`config.mk`:
```
export PLATFORM = sky130hd
export DESIGN_NAME = phy_pwr_mgr
export DESIGN_NICKNAME = d
export VERILOG_FILES = /design/src/rtl/phy_pwr_pkg.sv /design/src/rtl/phy_pwr_regs.sv /design/src/rtl/phy_idle_timer.sv /design/src/rtl/phy_pwr_fsm.sv /design/src/rtl/phy_pwr_mgr.sv
export SDC_FILE = /design/constraint.sdc
export NUM_CORES = 1
export LEC_CHECK = 0
export ABC_AREA = 1
export BUFFER_PORTS_ARGS = -buffer_cell sky130_fd_sc_hd__buf_2
export CORE_MARGIN = 2
export CORE_UTILIZATION = 50
export DETAILED_ROUTE_END_ITERATION = 16
export GPL_TIMING_DRIVEN = 0
export HOLD_SLACK_MARGIN = 0.1
export PLACE_DENSITY = 0.82
export SYNTH_ARGS = -nofsm -noshare
export SYNTH_HDL_FRONTEND = slang
export SYNTH_SLANG_ARGS = --single-unit
```
`constraint.sdc`:
```
create_clock -name clk -period 4.13 [get_ports clk]
set_input_delay 0.6195 -clock clk [delete_from_list [all_inputs] [get_ports clk]]
set_output_delay 0.6195 -clock clk [all_outputs]
set_load 0.02 [all_outputs]
```
`src/rtl/phy_pwr_pkg.sv`:
```
// Shared types and register layout for the PHY power state controller.
// Assumes a 2-bit register address space; field bit positions are fixed here.
package phy_pwr_pkg;

    typedef enum logic [2:0] {
        ST_RESET  = 3'd0,
        ST_ACTIVE = 3'd1,
        ST_SLEEP  = 3'd2,
        ST_WAKE   = 3'd3,
        ST_PDN    = 3'd4
    } pwr_state_t;

    localparam logic [1:0] ADDR_CTRL  = 2'd0;
    localparam logic [1:0] ADDR_LIMIT = 2'd1;
    localparam logic [1:0] ADDR_STAT  = 2'd2;
    localparam logic [1:0] ADDR_MASK  = 2'd3;

    localparam int CTRL_PDN_BIT = 0;
    localparam int CTRL_EDM_BIT = 1;
    localparam int CTRL_CFG_LSB = 2;

endpackage

```
`src/rtl/phy_pwr_regs.sv`:
```
// Register bank: control bits, configuration field, idle limit, sticky
// wake flag and its mask. Assumes DATA_W >= CFG_W + 2 and DATA_W >= IDLE_W.
// A configuration reload from the state machine overrides a software write.
module phy_pwr_regs
    import phy_pwr_pkg::*;
#(
    parameter int                DATA_W       = 8,
    parameter int                CFG_W        = 6,
    parameter int                IDLE_W       = 8,
    parameter logic [CFG_W-1:0]  CFG_DEFAULT  = 'h15,
    parameter logic [IDLE_W-1:0] IDLE_DEFAULT = 'd16
) (
    input  logic              clk,
    input  logic              rst_n,
    input  logic              reg_wr,
    input  logic              reg_rd,
    input  logic [1:0]        reg_addr,
    input  logic [DATA_W-1:0] reg_wdata,
    output logic [DATA_W-1:0] reg_rdata,
    input  logic              cfg_reload,
    input  logic              wake_pulse,
    output logic              pdn,
    output logic              edm_en,
    output logic [CFG_W-1:0]  cfg,
    output logic [IDLE_W-1:0] idle_limit,
    output logic              wake_flag,
    output logic              wake_mask
);

    logic wr_ctrl, wr_limit, wr_mask, rd_stat;

    // Decode register strobes per address.
    always_comb begin
        wr_ctrl  = reg_wr && (reg_addr == ADDR_CTRL);
        wr_limit = reg_wr && (reg_addr == ADDR_LIMIT);
        wr_mask  = reg_wr && (reg_addr == ADDR_MASK);
        rd_stat  = reg_rd && (reg_addr == ADDR_STAT);
    end

    // Control bits and configuration field; reload to default wins.
    always_ff @(posedge clk) begin
        if (!rst_n) begin
            pdn    <= 1'b0;
            edm_en <= 1'b0;
            cfg    <= CFG_DEFAULT;
        end else begin
            if (wr_ctrl) begin
                pdn    <= reg_wdata[CTRL_PDN_BIT];
                edm_en <= reg_wdata[CTRL_EDM_BIT];
                cfg    <= reg_wdata[CTRL_CFG_LSB +: CFG_W];
            end
            if (cfg_reload) begin
                cfg <= CFG_DEFAULT;
            end
        end
    end

    // Idle limit and interrupt mask.
    always_ff @(posedge clk) begin
        if (!rst_n) begin
            idle_limit <= IDLE_DEFAULT;
            wake_mask  <= 1'b0;
        end else begin
            if (wr_limit) idle_limit <= reg_wdata[IDLE_W-1:0];
            if (wr_mask)  wake_mask  <= reg_wdata[0];
        end
    end

    // Sticky wake flag: set by a wake event, cleared by reading its address.
    always_ff @(posedge clk) begin
        if (!rst_n) begin
            wake_flag <= 1'b0;
        end else if (wake_pulse) begin
            wake_flag <= 1'b1;
        end else if (rd_stat) begin
            wake_flag <= 1'b0;
        end
    end

    // Read data mux, zero padded to the bus width.
    always_comb begin
        reg_rdata = '0;
        case (reg_addr)
            ADDR_CTRL: begin
                reg_rdata[CTRL_PDN_BIT]              = pdn;
                reg_rdata[CTRL_EDM_BIT]              = edm_en;
                reg_rdata[CTRL_CFG_LSB +: CFG_W]     = cfg;
            end
            ADDR_LIMIT: reg_rdata[IDLE_W-1:0] = idle_limit;
            ADDR_STAT:  reg_rdata[0]          = wake_flag;
            default:    reg_rdata[0]          = wake_mask;
        endcase
    end

endmodule

```
`src/rtl/phy_idle_timer.sv`:
```
// Counts consecutive quiet cycles while armed and flags when the streak
// reaches the programmed limit. A limit of zero behaves as one. Any
// activity, or disarming, clears the streak. The count saturates.
module phy_idle_timer #(
    parameter int IDLE_W = 8
) (
    input  logic              clk,
    input  logic              rst_n,
    input  logic              armed,
    input  logic              quiet,
    input  logic [IDLE_W-1:0] limit,
    output logic              expired
);

    localparam logic [IDLE_W-1:0] CNT_MAX = '1;

    logic [IDLE_W-1:0] cnt;
    logic [IDLE_W:0]   eff_lim;
    logic [IDLE_W:0]   next_cnt;

    // Effective limit and the streak length including this cycle.
    always_comb begin
        eff_lim  = (limit == '0) ? (IDLE_W+1)'(1) : {1'b0, limit};
        next_cnt = {1'b0, cnt} + (IDLE_W+1)'(1);
        expired  = armed && quiet && (next_cnt >= eff_lim);
    end

    // Quiet-streak counter.
    always_ff @(posedge clk) begin
        if (!rst_n) begin
            cnt <= '0;
        end else if (!armed || !quiet) begin
            cnt <= '0;
        end else if (cnt != CNT_MAX) begin
            cnt <= cnt + 1'b1;
        end
    end

endmodule

```
`src/rtl/phy_pwr_fsm.sv`:
```
// Power state machine: reset pulse, active, energy-detect sleep, wake
// settling and hard power-down. Hard power-down has priority over every
// other transition. Assumes RST_CYC and WAKE_CYC are at least 1.
module phy_pwr_fsm
    import phy_pwr_pkg::*;
#(
    parameter int RST_CYC  = 4,
    parameter int WAKE_CYC = 3
) (
    input  logic       clk,
    input  logic       rst_n,
    input  logic       pdn,
    input  logic       edm_en,
    input  logic       idle_expired,
    input  logic       energy_on,
    input  logic       rx_act,
    output pwr_state_t state,
    output logic       idle_armed,
    output logic       cfg_reload,
    output logic       wake_pulse,
    output logic       dp_pwr_on,
    output logic       dp_en,
    output logic       tx_inhibit,
    output logic       phy_rst
);

    localparam int MAX_CYC = (RST_CYC > WAKE_CYC) ? RST_CYC : WAKE_CYC;
    localparam int CNT_W   = $clog2(MAX_CYC + 1);
    localparam logic [CNT_W-1:0] RST_LOAD  = CNT_W'(RST_CYC - 1);
    localparam logic [CNT_W-1:0] WAKE_LOAD = CNT_W'(WAKE_CYC - 1);

    pwr_state_t       nxt;
    logic [CNT_W-1:0] cnt;
    logic             line_live;

    // Next-state selection with hard power-down taking priority.
    always_comb begin
        line_live = energy_on || rx_act;
        nxt       = state;
        case (state)
            ST_RESET:  if (cnt == '0) nxt = ST_ACTIVE;
            ST_ACTIVE: if (idle_expired) nxt = ST_SLEEP;
            ST_SLEEP:  if (line_live || !edm_en) nxt = ST_WAKE;
            ST_WAKE:   if (cnt == '0) nxt = ST_ACTIVE;
            ST_PDN:    if (!pdn) nxt = ST_RESET;
            default:   nxt = ST_RESET;
        endcase
        if (pdn && state != ST_PDN) nxt = ST_PDN;
    end

    // State register and settling-window down counter.
    always_ff @(posedge clk) begin
        if (!rst_n) begin
            state <= ST_RESET;
            cnt   <= RST_LOAD;
        end else begin
            state <= nxt;
            if (nxt != state && nxt == ST_RESET) begin
                cnt <= RST_LOAD;
            end else if (nxt != state && nxt == ST_WAKE) begin
                cnt <= WAKE_LOAD;
            end else if (cnt != '0) begin
                cnt <= cnt - 1'b1;
            end
        end
    end

    // Event strobes toward the register bank and idle timer.
    always_comb begin
        idle_armed = (state == ST_ACTIVE) && edm_en && !pdn;
        cfg_reload = (state == ST_PDN) && !pdn;
        wake_pulse = (state == ST_SLEEP) && !pdn && line_live;
    end

    // Power and enable outputs decoded from the state register.
    always_comb begin
        dp_pwr_on  = (state == ST_RESET) || (state == ST_ACTIVE) || (state == ST_WAKE);
        dp_en      = (state == ST_ACTIVE);
        tx_inhibit = !dp_en;
        phy_rst    = (state == ST_RESET);
    end

endmodule

```
`src/rtl/phy_pwr_mgr.sv`:
```
// Top of the PHY power state controller. Joins the register bank, the
// idle timer and the power state machine. Assumes energy_on and rx_act
// are already synchronous to clk.
module phy_pwr_mgr
    import phy_pwr_pkg::*;
#(
    parameter int                DATA_W       = 8,
    parameter int                CFG_W        = 6,
    parameter int                IDLE_W       = 8,
    parameter logic [CFG_W-1:0]  CFG_DEFAULT  = 'h15,
    parameter logic [IDLE_W-1:0] IDLE_DEFAULT = 'd16,
    parameter int                RST_CYC      = 4,
    parameter int                WAKE_CYC     = 3
) (
    input  logic              clk,
    input  logic              rst_n,
    input  logic              reg_wr,
    input  logic              reg_rd,
    input  logic [1:0]        reg_addr,
    input  logic [DATA_W-1:0] reg_wdata,
    output logic [DATA_W-1:0] reg_rdata,
    input  logic              energy_on,
    input  logic              rx_act,
    output logic              dp_pwr_on,
    output logic              dp_en,
    output logic              tx_inhibit,
    output logic              phy_rst,
    output logic [CFG_W-1:0]  cfg_out,
    output logic              wake_irq
);

    pwr_state_t        fsm_state;
    logic              pdn_q, edm_q, wake_flag, wake_mask;
    logic [IDLE_W-1:0] idle_limit;
    logic              idle_armed, idle_expired, cfg_reload, wake_pulse;
    logic              quiet;

    // Line is quiet when neither energy nor activity is reported.
    always_comb begin
        quiet    = !energy_on && !rx_act;
        wake_irq = wake_flag && wake_mask;
    end

    phy_pwr_regs #(
        .DATA_W       (DATA_W),
        .CFG_W        (CFG_W),
        .IDLE_W       (IDLE_W),
        .CFG_DEFAULT  (CFG_DEFAULT),
        .IDLE_DEFAULT (IDLE_DEFAULT)
    ) i_regs (
        .clk        (clk),
        .rst_n      (rst_n),
        .reg_wr     (reg_wr),
        .reg_rd     (reg_rd),
        .reg_addr   (reg_addr),
        .reg_wdata  (reg_wdata),
        .reg_rdata  (reg_rdata),
        .cfg_reload (cfg_reload),
        .wake_pulse (wake_pulse),
        .pdn        (pdn_q),
        .edm_en     (edm_q),
        .cfg        (cfg_out),
        .idle_limit (idle_limit),
        .wake_flag  (wake_flag),
        .wake_mask  (wake_mask)
    );

    phy_idle_timer #(
        .IDLE_W (IDLE_W)
    ) i_idle (
        .clk     (clk),
        .rst_n   (rst_n),
        .armed   (idle_armed),
        .quiet   (quiet),
        .limit   (idle_limit),
        .expired (idle_expired)
    );

    phy_pwr_fsm #(
        .RST_CYC  (RST_CYC),
        .WAKE_CYC (WAKE_CYC)
    ) i_fsm (
        .clk          (clk),
        .rst_n        (rst_n),
        .pdn          (pdn_q),
        .edm_en       (edm_q),
        .idle_expired (idle_expired),
        .energy_on    (energy_on),
        .rx_act       (rx_act),
        .state        (fsm_state),
        .idle_armed   (idle_armed),
        .cfg_reload   (cfg_reload),
        .wake_pulse   (wake_pulse),
        .dp_pwr_on    (dp_pwr_on),
        .dp_en        (dp_en),
        .tx_inhibit   (tx_inhibit),
        .phy_rst      (phy_rst)
    );

endmodule

```
# ---- Word-level counts from Yosys, hierarchy flattened
# Index checks and enable logic that the tools add are counted.
# W data, S select, Z words.
dict set report totals {
  latchBits 0
  mem_bits_rw 0
  ff_bits 32
  memories 0
  out_inout_bits 19
  romBits 0
}
dict set report op_classes {
  n_div 0
  magnitude_cmp 1
  n_eq_ne 11
  n_mux 13
  addsub 3
  n_shift 0
  n_mul 0
  n_bitwise 1
  reduce_logical 41
}
# operator count
set op_table {}
lappend op_table {{$logic_and A1 B1 Y1} 16}
lappend op_table {{$mux W3} 5}
lappend op_table {{$pmux W7 S2} 1}
lappend op_table {{$pmux W3 S4} 1}
lappend op_table {{$add A8 B1 Y9 const B} 1}
lappend op_table {{$eq A3 B2 Y1 const B} 3}
lappend op_table {{$ge A9 B9 Y1} 1}
lappend op_table {{$logic_not A3 Y1} 3}
lappend op_table {{$add A8 B1 Y8 const B} 1}
lappend op_table {{$logic_not A8 Y1} 1}
lappend op_table {{$mux W8} 1}
lappend op_table {{$ne A8 B8 Y1 const B} 1}
lappend op_table {{$reduce_or A2 Y1} 4}
lappend op_table {{$logic_not A1 Y1} 7}
lappend op_table {{$logic_or A1 B1 Y1} 5}
lappend op_table {{$eq A2 B2 Y1 const B} 2}
lappend op_table {{$mux W1} 4}
lappend op_table {{$reduce_bool A2 Y1} 2}
lappend op_table {{$eq A3 B1 Y1 const B} 1}
lappend op_table {{$eq A3 B3 Y1 const B} 1}
lappend op_table {{$ne A3 B3 Y1} 1}
lappend op_table {{$ne A3 B3 Y1 const B} 1}
lappend op_table {{$pmux W1 S3} 1}
lappend op_table {{$reduce_bool A3 Y1} 1}
lappend op_table {{other kinds (5)} 5}

# ---- Depth between registers and ports, before layout
dict set report depth {
  depth_word 11
  ltp_mapped 24
  depth_no_buf 24
}

# ---- Hierarchy
# A second synthesis with hierarchy kept.
dict set report unflattened {
  hier_cells 289
  area_unflattened_um2 1949.4
}
# module cells_per_inst area_each_um2 instances
set modules_own_cells {}
lappend modules_own_cells {phy_pwr_regs 129 852.1 1}
lappend modules_own_cells {phy_idle_timer 90 653.1 1}
lappend modules_own_cells {phy_pwr_fsm 67 432.9 1}
lappend modules_own_cells {phy_pwr_mgr 3 11.3 1}

# ---- Worst setup path before layout
# Ideal clock, no wire load.
dict set report synth_timing {
  path_kind {register to register}
  startpoint {register i_idle.cnt[0]}
  endpoint {register i_fsm.cnt[0]}
  arrival_ns 2.139
  setup_time_ns 0.120
  path_stages_with_launch 24
  setup_slack_ns 1.871
  cell_sequence {dfxtp_1 ha_1 inv_1 or2_2 nand2_1 ha_1 nand2_1 nand2_1 nand2_1 nand3_1 nand2_1 nand2_1 nand2_1 nand2_2 nand2_2 nand2_1 nand2_1 nand2_1 nand2_1 nand2_1 nand2_1 nand2_2 nand2_1 nand2_1}
}
dict set report synth_between {
  elab_chain_len 9
  word_cells_on_any_way 14
  classes_between {add/sub: 1; order compare: 1; eq/ne: 2; mux: 4; reduce/logical: 6}
}
# element line_no
set synth_rtl {}
lappend synth_rtl {{start: declaration} phy_idle_timer.sv:17} ;# logic [IDLE_W-1:0] cnt;
lappend synth_rtl {{start signal: assignment} phy_idle_timer.sv:35} ;# cnt <= cnt + 1'b1;
lappend synth_rtl {{$add A8 B1 Y9 *} phy_idle_timer.sv:24} ;# next_cnt = {1'b0, cnt} + (IDLE_W+1)'(1);
lappend synth_rtl {{named net i_idle.next_cnt[2]} phy_idle_timer.sv:19} ;# logic [IDLE_W:0] next_cnt;
lappend synth_rtl {{$ge A9 B9 Y1 *} phy_idle_timer.sv:25} ;# expired = armed && quiet && (next_cnt >= eff_lim);
lappend synth_rtl {{$logic_and A1 B1 Y1 *} phy_idle_timer.sv:25}
lappend synth_rtl {{$mux W3 *} phy_pwr_fsm.sv:42} ;# ST_ACTIVE: if (idle_expired) nxt = ST_SLEEP;
lappend synth_rtl {{$pmux W3 S4 *} phy_pwr_fsm.sv:40} ;# case (state)
lappend synth_rtl {{$mux W3 *} phy_pwr_fsm.sv:48} ;# if (pdn && state != ST_PDN) nxt = ST_PDN;
lappend synth_rtl {{$ne A3 B3 Y1, or another cell as far along} {phy_pwr_fsm.sv:58, phy_pwr_fsm.sv:60}}
lappend synth_rtl {{$logic_and A1 B1 Y1, on equally long branches} {phy_pwr_fsm.sv:60, phy_pwr_fsm.sv:58}}
lappend synth_rtl {{$mux W1, or another cell as far along} phy_pwr_fsm.sv:60} ;# end else if (nxt != state && nxt == ST_WAKE) begin
lappend synth_rtl {{end signal: assignment} phy_pwr_fsm.sv:63} ;# cnt <= cnt - 1'b1;
lappend synth_rtl {{end: declaration} phy_pwr_fsm.sv:33} ;# logic [CNT_W-1:0] cnt;
# The timed path passes the listed nets; every way through them passes the cells marked *.
# A chain may end at the register's enable or synchronous reset.

# ---- Worst setup path in the final report
# Same ends and word-level chain as after synthesis.

==> impl_metrics.csv <==
group,metric,value,unit
drt,wl,3.74,mm
synthesis,synth_fa_ha_area_share,7.74,%
floorplan,io_pins,35,
placed_design,port_buffers,34,
pwr,power.static_leakage,1.04,nW
synthesis,synth_top_family_by_area,"simple AND/OR/NAND/NOR gates",
final_layout,diodes,0,
clock_network,postCtsSetupBuffers,0,
synthesis,synth_commonest_cells,"53 x nand2_1, 43 x inv_1, 32 x dfxtp_1, 28 x nor2_1, 24 x o21ai_0",
synthesis,ys_types,29,
final_layout,nNetsFinal,326,
run,drv_cap,0,
status,status,"finished clean",
clock_network,cts_hold_buf,0,
pwr,power_frac_seq,47.3,%
global_routing,first_global_vias,1568,
pwr,p_switching,0.211,mW
clock_network,numCtsBuffers,5,
synthesis,post-synth-top-area-fraction,36.0,%
final_layout,drive_gt1_share,19.3,%
clock_network,clockBufferDepth,2,
global_routing,grt_first_pass_wirelength,6.51,mm
timing,min_period,2.54,ns
final_layout,area_delta_synth_final,17.1,%
placed_design,routabilityCongestion,0.871,
pwr,intPower,0.501,mW
clock_network,clk_latency,0.34,ns
pwr,p_sw_share,29.6,%
timing,finalSetupTns,0,ns
placed_design,place_hpwl,2.94,mm
timing,rsz0062_at_grt,"no",
timing,worst_slew_pin_slew,0.489,ns
timing,slew_viol_final,0,
synthesis,ys_top_cells_by_area,"dfxtp_1 36%, nand2_1 11%, inv_1 9.1%, ha_1 7.7%, o21ai_0 6.8%",
floorplan,initial_core_util,52.5,%
floorplan,dieArea,4050,µm²
pwr,p_per_area,342,nW/µm²
setup_path,critPathArrivalTime,2.78,ns
drt,dr.pass1.iters,5,
synthesis,synthArstFlopShare,0,%
timing,relSlewSlack,67.4,%
synthesis,syn-cell-area,1780,µm²
synthesis,synth_xor_area_share,1.97,%
synthesis,yosys-mux-area-fraction,0,%
synthesis,syn_avg_cell_area,6.90,µm²
synthesis,synthCells,258,
placed_design,placed_area,2010,µm²
synthesis,yosysTopAreaCell,"dfxtp_1",
pwr,clkPwrFrac,33.2,%
clock_network,root_buffer,"clkbuf_4",
clock_network,cts_tree,"done",
floorplan,fp.dieW,63.7,µm
pwr,combPwrFrac,19.6,%
drt,via_per_inst,5.02,
timing,period_share,61.6,%
clock_network,clk_pin_slew,0.10,ns
synthesis,synth-simple-area-share,28.9,%
setup_path,start_kind,"flop",
timing,finClkSkew,0.0118,ns
global_routing,grt_max_degree,11,
pwr,vdd.ir_drop.worst,0.280,mV
synthesis,yosys_warnings,0,
hold_path,hold_class,"reg -> reg",
clock_network,ctsHtreeMaxLevel,2,
floorplan,die_h,63.7,µm
drt,routed-via-count,1737,
synthesis,synth-compound-area-share,15.2,%
global_routing,grt_use_total,20.7,%
drt,wl_per_cell,10.8,µm
timing,setup_viol,0,
clock_network,cts_sinks,32,
setup_path,required,4.36,ns
floorplan,fp-row-count,21,
synthesis,ys_ff_latch,32,
final_layout,final_area,2080,µm²
setup_path,critical_path_class,"reg -> reg",
drt,drc,0,
clock_network,cts_resized,0,
global_routing,grt_antenna_before_repair,0,
setup_path,worst_setup_path_end_kind,"flop",
timing,holdWs,0.469,ns
floorplan,core,3390,µm²
drt,first_iter_violations,68,
synthesis,syn_nets,285,
global_routing,grt-ovfl-total,0,
synthesis,ys_seq_area_share,36.0,%
synthesis,synth_edf_count,0,
timing,fmax,393,MHz
synthesis,yosysMostFrequentCell,"nand2_1",
drt,ant_nets,0,
setup_path,critPathMaxFanout,5,
synthesis,synth_ff_type,"dfxtp_1",
timing,hold_violations,0,
-- power groups by stage --
stage | Sequential (mW) | Combinational (mW) | Clock, mW
floorplan | 0.345 | 0.0962 | 0
global placement | 0.343 | 0.135 | 0
detailed placement | 0.343 | 0.140 | 0
CTS | 0.336 | 0.140 | 0.244
global route | 0.339 | 0.160 | 0.259
finish | 0.336 | 0.139 | 0.236
-- worst paths after layout --
check | startpoint | endpoint | slack, ns | cells after the start
min reg2reg | i_regs.wake_mask | i_regs.wake_mask | 0.47 | 2
min | i_regs.wake_mask | i_regs.wake_mask | 0.47 | 2
max reg2reg | i_idle.cnt[0] | i_fsm.cnt[0] | 1.59 | 23
max | i_idle.cnt[0] | i_fsm.cnt[0] | 1.59 | 23
-- layer usage --
| metal | up-vias | part of all wire, % | GRT usage (%) | routed length [µm] |
|---|---|---|---|---|
| li1 | 908 | - | - | - |
| met1 | 767 | 45 | 23.6 | 1670 |
| met4 | 0 | 1.4 | 10.1 | 51 |
| met3 | 6 | 5.4 | 5.54 | 202 |
| met5 | - | 0 | 0 | 0 |
| met2 | 56 | 49 | 35.5 | 1820 |
-- cells in the final DEF, fill, tap and decap left out, drive strengths merged, types with 8 or more instances in the layout --
cell type,count
nor2,33
dfxtp,32
o21ai,24
nand3,15
buf,34
a21oi,18
inv,44
ha,11
clkbuf,8
nand2,58
-- flip-flops by register name, indices dropped and copies added, names as in the netlist --
register,count
i_fsm.cnt,3
i_fsm.state,3
i_idle.cnt,8
i_regs.cfg,6
i_regs.edm_en,1
i_regs.idle_limit,8
i_regs.pdn,1
i_regs.wake_flag,1
i_regs.wake_mask,1
-- cell type report --
cell class | instances | area (µm²)
multi-input combinational | 178 | 957
buffer | 2 | 7.51
inverter | 46 | 174
sequential | 32 | 641
fill | 311 | 1310
timing repair buffer | 34 | 170
tap | 46 | 57.6
clock inverter | 2 | 35.0
clock buffer | 6 | 41.3
-- kinds of logic after synthesis --
| group | count (synthesis) |
|---|---|
| AOI/OAI and AO/OA | 50 |
| and+or+nand+nor | 113 |
| xor gates and xnor gates | 4 |
| buffers and inverters | 48 |
| adders and majority gates | 11 |
| DFF | 32 |
-- per-stage QoR --
stage | power [mW] | cells | setup WS (ns) | utilization (%)
after global routing | 0.758 | 346 | 1.33 | 61.5
after floorplan | 0.441 | 258 | 1.87 | -
after global placement | 0.478 | 338 | 1.67 | 59.2
after detailed placement | 0.483 | 338 | 1.59 | 59.2
after CTS | 0.721 | 346 | 1.57 | 61.5
final | 0.712 | 346 | 1.59 | 61.5
-- worst max-delay path, cell delays in order, from the launching register on --
cell,delay (ns)
dfxtp_1,0.43
ha_1,0.25
inv_1,0.07
or2_2,0.28
nand2_1,0.07
ha_1,0.24
nand2_1,0.07
nand2_1,0.04
nand2_1,0.05
nand3_1,0.08
nand2_1,0.07
nand2_1,0.05
nand2_1,0.07
nand2_2,0.05
nand2_2,0.06
nand2_1,0.05
nand2_1,0.07
nand2_1,0.09
nand2_1,0.07
nand2_1,0.05
nand2_1,0.07
nand2_2,0.07
nand2_1,0.06
nand2_1,0.04
(Power assumes the default switching activity.)
